<file path="src/rtl/hdiv_pkg.sv">
package hdiv_pkg;

  localparam int DIV_W = 10;
  localparam int MAX_SHIFT = 4;

  typedef enum logic [1:0] {
    SRC_DIV16  = 2'b00,
    SRC_DIV4   = 2'b01,
    SRC_DIV2   = 2'b10,
    SRC_DIRECT = 2'b11
  } srcSel_e;

  typedef struct packed {
    logic             en;
    srcSel_e          src;
    logic             halfStep;
    logic [DIV_W-1:0] div;
  } divCfg_t;

  // strobes from control to datapath
  typedef struct packed {
    logic step;   // advance the period position this input cycle
    logic midEn;  // a period boundary that falls mid-cycle starts a new period
  } divCmd_t;

  function automatic divCfg_t unpackCfg(input logic [31:0] w);
    divCfg_t c;
    c.en       = w[31];
    c.src      = srcSel_e'(w[12:11]);
    c.halfStep = w[10];
    c.div      = w[DIV_W-1:0];
    return c;
  endfunction

  // log2 of the source half-period measured in input half-cycles
  function automatic logic [2:0] srcShift(input srcSel_e s);
    case (s)
      SRC_DIV16: return 3'd4;
      SRC_DIV4:  return 3'd2;
      SRC_DIV2:  return 3'd1;
      default:   return 3'd0;
    endcase
  endfunction

endpackage

</file>
<file path="src/rtl/hdiv_prescaler.sv">
module hdiv_prescaler
  import hdiv_pkg::*;
#(
  parameter int PRE_W = 4
) (
  input  logic    clkIn,
  input  logic    rstN,
  input  srcSel_e src,
  output logic    aligned
);

  logic [PRE_W-1:0] cnt;
  logic [PRE_W-1:0] mask;

  always_ff @(posedge clkIn) begin
    if (!rstN) cnt <= '0;
    else       cnt <= cnt + 1'b1;
  end

  // a prescaled clock rises when its low counter bits are all zero
  always_comb begin
    mask    = PRE_W'((32'd1 << srcShift(src)) - 32'd1);
    aligned = (cnt & mask) == '0;
  end

  a_r3_prescale_count: assert property (@(posedge clkIn) disable iff (!rstN)
    1'b1 |=> cnt == PRE_W'($past(cnt) + 1'b1));

endmodule

</file>
<file path="src/rtl/hdiv_ctrl.sv">
module hdiv_ctrl
  import hdiv_pkg::*;
(
  input  logic        clkIn,
  input  logic        rstN,
  input  logic [31:0] cfgWord,
  input  logic        aligned,
  input  logic        atMid,
  input  logic        atEnd,
  output divCfg_t     act,
  output divCmd_t     cmd
);

  localparam divCfg_t RESET_CFG = '{en: 1'b0, src: SRC_DIV16, halfStep: 1'b0,
                                    div: DIV_W'(1)};

  divCfg_t incoming;
  logic    running;

  always_comb begin
    incoming  = unpackCfg(cfgWord);
    cmd.step  = running || (act.en && aligned);
    cmd.midEn = incoming.en;
  end

  always_ff @(posedge clkIn) begin
    if (!rstN) begin
      act     <= RESET_CFG;
      running <= 1'b0;
    end else if (!running) begin
      if (act.en && aligned) running <= 1'b1;
      else                   act     <= incoming;
    end else if (atMid || atEnd) begin
      act     <= incoming;
      running <= incoming.en;
    end
  end

  // the setting in use holds for the whole of a running period
  a_r7_cfg_hold: assert property (@(posedge clkIn) disable iff (!rstN)
    (running && !atMid && !atEnd) |=> $stable(act));

  // a start from the stopped state happens only on a prescaler edge
  a_r8_start_aligned: assert property (@(posedge clkIn) disable iff (!rstN)
    $rose(running) |-> $past(aligned));

endmodule

</file>
<file path="src/rtl/hdiv_datapath.sv">
module hdiv_datapath
  import hdiv_pkg::*;
#(
  parameter int POS_W = 17
) (
  input  logic    clkIn,
  input  logic    rstN,
  input  divCfg_t act,
  input  divCmd_t cmd,
  output logic    atMid,
  output logic    atEnd,
  output logic    clkOut
);

  logic [2:0]       shift;
  logic [POS_W-1:0] baseHi, basePer, hiLen, perLen;
  logic [POS_W-1:0] pos, posB, posC, posNext;
  logic             lvlA, lvlB, lvlBq;
  logic             edgeP, edgeN;

  // position counts input half-cycles; each input cycle covers pos and pos+1
  always_comb begin
    shift   = srcShift(act.src);
    baseHi  = POS_W'(act.div) + POS_W'(act.halfStep) + POS_W'(1);
    basePer = (POS_W'(act.div) << 1) + POS_W'(act.halfStep) + POS_W'(2);
    hiLen   = baseHi << shift;
    perLen  = basePer << shift;
    posB    = pos + POS_W'(1);
    posC    = pos + POS_W'(2);
    atMid   = cmd.step && (posB == perLen);
    atEnd   = cmd.step && !atMid && (posC == perLen);
    lvlA    = cmd.step && (pos < hiLen);
    if (atMid) begin
      lvlB    = cmd.midEn;
      posNext = cmd.midEn ? POS_W'(1) : '0;
    end else begin
      lvlB    = cmd.step && (posB < hiLen);
      posNext = (!cmd.step || atEnd) ? '0 : posC;
    end
  end

  always_ff @(posedge clkIn) begin
    if (!rstN) begin
      pos   <= '0;
      edgeP <= 1'b0;
      lvlBq <= 1'b0;
    end else begin
      pos   <= posNext;
      edgeP <= lvlA ^ edgeN;
      lvlBq <= lvlB;
    end
  end

  always_ff @(negedge clkIn) begin
    if (!rstN) edgeN <= 1'b0;
    else       edgeN <= lvlBq ^ edgeP;
  end

  assign clkOut = edgeP ^ edgeN;

  // the position never leaves the current period
  a_r5_pos_in_period: assert property (@(posedge clkIn) disable iff (!rstN)
    cmd.step |-> pos < perLen);

  // a cycle without a step leaves the output low through its second half
  a_r6_idle_low: assert property (@(posedge clkIn) disable iff (!rstN)
    !cmd.step |=> clkOut == 1'b0);

endmodule

</file>
<file path="src/rtl/hdiv_top.sv">
module hdiv_top
  import hdiv_pkg::*;
#(
  parameter int PRE_W = MAX_SHIFT
) (
  input  logic        clkIn,
  input  logic        rstN,
  input  logic [31:0] cfgWord,
  output logic        clkOut
);

  localparam int POS_W = DIV_W + 3 + MAX_SHIFT;

  divCfg_t act;
  divCmd_t cmd;
  logic    aligned, atMid, atEnd;

  hdiv_prescaler #(.PRE_W(PRE_W)) uPre (
    .clkIn(clkIn), .rstN(rstN), .src(act.src), .aligned(aligned)
  );

  hdiv_ctrl uCtrl (
    .clkIn(clkIn), .rstN(rstN), .cfgWord(cfgWord), .aligned(aligned),
    .atMid(atMid), .atEnd(atEnd), .act(act), .cmd(cmd)
  );

  hdiv_datapath #(.POS_W(POS_W)) uDp (
    .clkIn(clkIn), .rstN(rstN), .act(act), .cmd(cmd),
    .atMid(atMid), .atEnd(atEnd), .clkOut(clkOut)
  );

endmodule

</file>
<file path="config.mk">
export PLATFORM = sky130hd
export DESIGN_NAME = hdiv_top
export DESIGN_NICKNAME = d
export VERILOG_FILES = /design/src/rtl/hdiv_pkg.sv /design/src/rtl/hdiv_prescaler.sv /design/src/rtl/hdiv_ctrl.sv /design/src/rtl/hdiv_datapath.sv /design/src/rtl/hdiv_top.sv
export SDC_FILE = /design/constraint.sdc
export NUM_CORES = 1
export LEC_CHECK = 0
export ABC_AREA = 1
export BUFFER_PORTS_ARGS = -buffer_cell sky130_fd_sc_hd__buf_2
export CORE_UTILIZATION = 28
export DETAILED_ROUTE_END_ITERATION = 7
export GPL_TIMING_DRIVEN = 0
export PLACE_DENSITY_LB_ADDON = 0.25
export SLEW_MARGIN = 10
export SYNTH_ARGS = -nofsm -noshare
export SYNTH_HDL_FRONTEND = slang
export SYNTH_SLANG_ARGS = --single-unit
</file>
<file path="constraint.sdc">
create_clock -name clkIn -period 4.45 [get_ports clkIn]
set_input_delay 0.89 -clock clkIn [delete_from_list [all_inputs] [get_ports clkIn]]
set_output_delay 0.89 -clock clkIn [all_outputs]
set_load 0.01 [all_outputs]
</file>
# Word level (Yosys, flattened, before mapping)
# Index checks and enable logic that the tools add are counted.
[word_totals] word_cells=58 input_bits=34 latch_bits=0 rom_bits=0 register_bits=39 ram_bits=0 output_inout_bits=1 memories=0
[classes] reduce_logical=14 muxes=11 div_mod_pow=0 mul=0 n_eq_ne=6 magnitude_cmp=2 n_shift=3 n_bitwise=4 addsub=8
[ops] op="$mux W14" n=3
[ops] op="$add A17 B1 Y17 const B" n=2
[ops] op="$add A17 B2 Y17 const B" n=2
[ops] op="$eq A17 B17 Y1" n=2
[ops] op="$lt A17 B17 Y1" n=2
[ops] op="$mux W17" n=2
[ops] op="$shl A17 B3 Y17" n=2
[ops] op="$add A11 B1 Y12" n=1
[ops] op="$add A10 B1 Y11" n=1
[ops] op="$pmux W3 S3" n=1
[ops] op="$logic_and A1 B1 Y1" n=6
[ops] op="$mux W1" n=5
[ops] op="$add A4 B1 Y4 const B" n=1
[ops] op="$and A4 B4 Y4" n=1
[ops] op="$logic_not A4 Y1" n=1
[ops] op="$shl A1 B3 Y4 const A" n=1
[ops] op="$sub A4 B1 Y4 const B" n=1
[ops] op="$logic_or A1 B1 Y1" n=3
[ops] op="$xor A1 B1 Y1" n=3
[ops] op="$eq A2 B1 Y1 const B" n=1
[ops] op="$eq A2 B2 Y1 const B" n=1
[ops] op="$logic_not A1 Y1" n=2
[ops] op="$logic_not A2 Y1" n=1
[ops] op="$ne A2 B1 Y1 const B" n=1
[ops] op="2 further kinds" n=2

# Longest topological paths before layout
[logic_depth] ltp_word=15 mapped_depth=28 mapped_depth_nobuf=28

# Cells and area by module
# Synthesis repeated with hierarchy kept, for this count alone.
[unflattened] cells_unflattened=814 hier_area_um2=4845.9
[by_module_without_submodules] mod="hdiv_datapath" cells_each=692 instances=1 area_per_inst_um2=3985.1 seq_area_each_um2=400.4
[by_module_without_submodules] mod="hdiv_ctrl" cells_each=99 instances=1 area_per_inst_um2=686.9 seq_area_each_um2=300.3
[by_module_without_submodules] mod="hdiv_prescaler" cells_each=23 instances=1 area_per_inst_um2=173.9 seq_area_each_um2=80.1

==> results <==
- Setup repair after global routing left no endpoint under its margin.
- Input and output buffers added on the ports amount to 15.
- The area of all placed cells without fillers is 5090 um^2.
- The cell taking the most area after synthesis is sky130_fd_sc_hd__nand2_1.
- The library cell used as clock root buffer is sky130_fd_sc_hd__clkbuf_16.
- The worst setup path is launched from a register.
- CTS built an H-tree with a depth of 2.
- The worst hold path belongs to the class register to register.
- The die covers 16,900 um^2.
- The static power due to leakage is 0.00252 uW.
- The measured slew at the worst slew-check pin is 651 ps.
- Row generation in the floorplan step produced 46 rows.
- The max-slew headroom at the worst pin is 56.6%.
- The total iterations of the first detailed-routing run is 5.
- In this run, CTS created clock tree buffers numbering 5.
- In this design, the stage delay of the slowest critical-path cell is 350 ps.
- At the worst endpoint, the arrival time is 3260 ps.
- The total standard cell area after synthesis is 4580 um^2.
- The repair_antennas step left the layout with diodes totalling 0.
- The setup path with the least slack is of type register to output port.
- The number of max-cap violations is 0.
- After detailed routing, the number of remaining DRC violations is 0.
- Setup violations remaining at the end of the flow were counted as 0.
- Ranked by total cell area, the synthesized netlist is headed by sky130_fd_sc_hd__nand2_1 19%, sky130_fd_sc_hd__dfxtp_1 17%, sky130_fd_sc_hd__ha_1 10%.
- On the final layout, the worst clock skew is 64.6 ps.
- The via count of the first global-routing pass is 4,757.
- The clock latency at the later pin of the worst-skew pair is 360 ps.
- The die is 130 um wide.
- In this run the cell area measured after placement is 4940 um^2.
- In the post-route analysis, the smallest setup slack over all paths is 304 ps.
- For this run the aggregate overflow at the end of global routing stands at 0.
- The first global-routing pass estimated 24,800 um of wire.
- The signal on the critical path passes through xor2_1 > buf_2.
- The average cell area after synthesis is 5.87 um^2.
- The total wirelength of the detailed-routed design is 15,100 um.
- Relative to the synthesized area, the layout overhead comes to 11.2%.
- The maximum number of pins on one net before global-route repair is 13.
- The synthesized netlist cell count is 781.
- The portion of synthesized cell area occupied by the leading cell type is 18.6%.
- The initial antenna violation count is 0.
- The clock tree from TritonCTS is done.
- The HPWL after detailed placement is 12,500 um.
- The height of the die is 130 um.
- Once the floorplan was initialized, standard cells occupied 28.7% of the core.
- Summing over every cut layer, the via total after detailed routing is 4,943.
- Counting along the longest clock path gives a buffer depth of 2.
- After synthesis the netlist holds a flip-flop and latch count of 39.
- The number of unique standard cell types used by synthesis is 42.
- The internal reg-to-reg setup slack is 410 ps.
- The top-level I/O count is 35.
- The first routing iteration left 429 violations.
- The sequential fraction of the synthesis area is 17.0%.
- The share of layout cells above drive strength 1 is 8.30%.
- The number of buffers and inverters on the critical path is 1.
- The Yosys step of the flow raised 0 warnings.
- Along the worst path, the maximum fanout reaches 3.
- The routability congestion estimate from global placement is 0.902.
- The critical-path cell with the highest stage delay is sky130_fd_sc_hd__dfxtp_1.
- The number of hold-slack violations in the final timing report is 0.
- The core box area is 15,900 um^2.
- Global routing used 19.2% of the available tracks.
- VDD sags by at most 0.000205 V.
- Dividing total power by cell area gives a power density of 300 nW/um^2.
- The flow ran to the end, and the final reports show no timing, DRC or antenna violations.
- The remaining antenna violation count is 0.
- The net count of the finished layout is 878.
- The largest delay contributor family on the critical path is flip-flops.
- STA classifies the critical path endpoint as an output port.
- At the worst endpoint, the required time is 3560 ps.
- Clock-pin slew was measured on the worst setup and hold paths at 60 ps.
- Using the TritonRoute via totals, the vias-per-cell ratio works out to 4.83.
- The max-slew violation total from the final report is 0.
- Counting every sink on the clock net gives 39.
- The minimum setup slack after placement is 11.1 ps.
- The wire length per cell after detailed routing is 14.7 um.
-- sequential cells by signal, summed over array words and instances (netlist names) --
name,count
uDp.pos,17
uCtrl.act,14
uPre.cnt,4
uCtrl.running,1
uDp.edgeN,1
uDp.edgeP,1
uDp.lvlBq,1
-- final timing paths --
path	start	endpoint	cells after the start
worst max-delay path	uDp.edgeN	clkOut	2
worst min-delay path	uPre.cnt[0]	uPre.cnt[0]	1
worst max register to register	uCtrl.act[10]	uDp.lvlBq	23
worst min register to register	uPre.cnt[0]	uPre.cnt[0]	1
-- metrics by stage --
stage / instances / hold slack [ps] / setup TNS [ps] / total power [uW] / util [%]
after floorplan: 784 / 439 / 0 / 960 / -
after global routing: 1023 / 526 / 0 / 1660 / 32.0
final: 1023 / 480 / 0 / 1530 / 32.0
after detailed placement: 1015 / 469 / 0 / 1150 / 31.0
after CTS: 1023 / 485 / 0 / 1530 / 31.9
after global placement: 1015 / 462 / -41.0 / 1160 / 31.0
-- synth_stat cells, drive strengths merged --
library cell,number
a2111oi,1
a211oi,1
nand4,22
o221ai,2
xnor2,9
or2,3
o2111ai,2
inv,96
nand3,96
a22oi,1
clkinv,1
o21ai,34
o311ai,1
o22ai,5
o31ai,1
a221oi,2
a21oi,33
nand3b,4
nand2,234
o211ai,1
a31oi,1
nor3,8
conb,1
ha,38
xor2,30
buf,10
dfxtp,39
clkbuf,6
nor2,99
-- cell type report --
class	instances	area (um^2)
fillers	1863	10800
multi-input cells	632	3360
flip-flops and latches	39	786
inverters	96	360
well taps	216	270
clock buffers	6	129
plain buffers	16	103
repair buffers	15	75.1
clock inverters	3	16.3
-- routing by layer --
layer  GRT usage, %  vias to the layer above  share of wire [%]
li1               -                     2596                  -
met1           26.5                     2189                 48
met2           31.5                      143                 45
met3           2.42                       15                5.6
met4           4.72                        0                1.4
met5              0                        -                  0
-- what timing repair did --
item | 4_1_cts | 5_1_grt
hold buffers | 0 | 0
endpoints found under the setup margin | 1 | 2
cloned | 0 | 0
gates resized for setup | 1 | 8
setup buffers | 0 | 0
-- cell families after synthesis --
logic type	share of synthesized area, %
AND/OR/NAND/NOR	44.2
buffers and inverters	10.2
AO/OA/AOI/OAI	10.7
XOR/XNOR	7.45
flip-flops	17.0
adder cells (fa/ha/maj)	10.4
other	0.0818
-- power by group --
| group | internal [uW] | switching, uW | total [uW] |
|---|---|---|---|
| sequential | 377 | 39.0 | 416 |
| combinational | 251 | 494 | 745 |
| clock | 208 | 159 | 368 |
| total | 836 | 693 | 1530 |
-- placed cells by master (no fill, tap or decap), drive strengths merged, types with 3 or more instances in the layout --
master	count
nand2	234
xnor2	9
xor2	30
or2	3
o21ai	34
nand4	22
dfxtp	39
a21oi	33
inv	96
nand3b	4
buf	25
clkbuf	12
o22ai	5
conb	4
nor2	99
nor3	8
nand3	96
ha	38
Power figures use the tool's default switching activity.
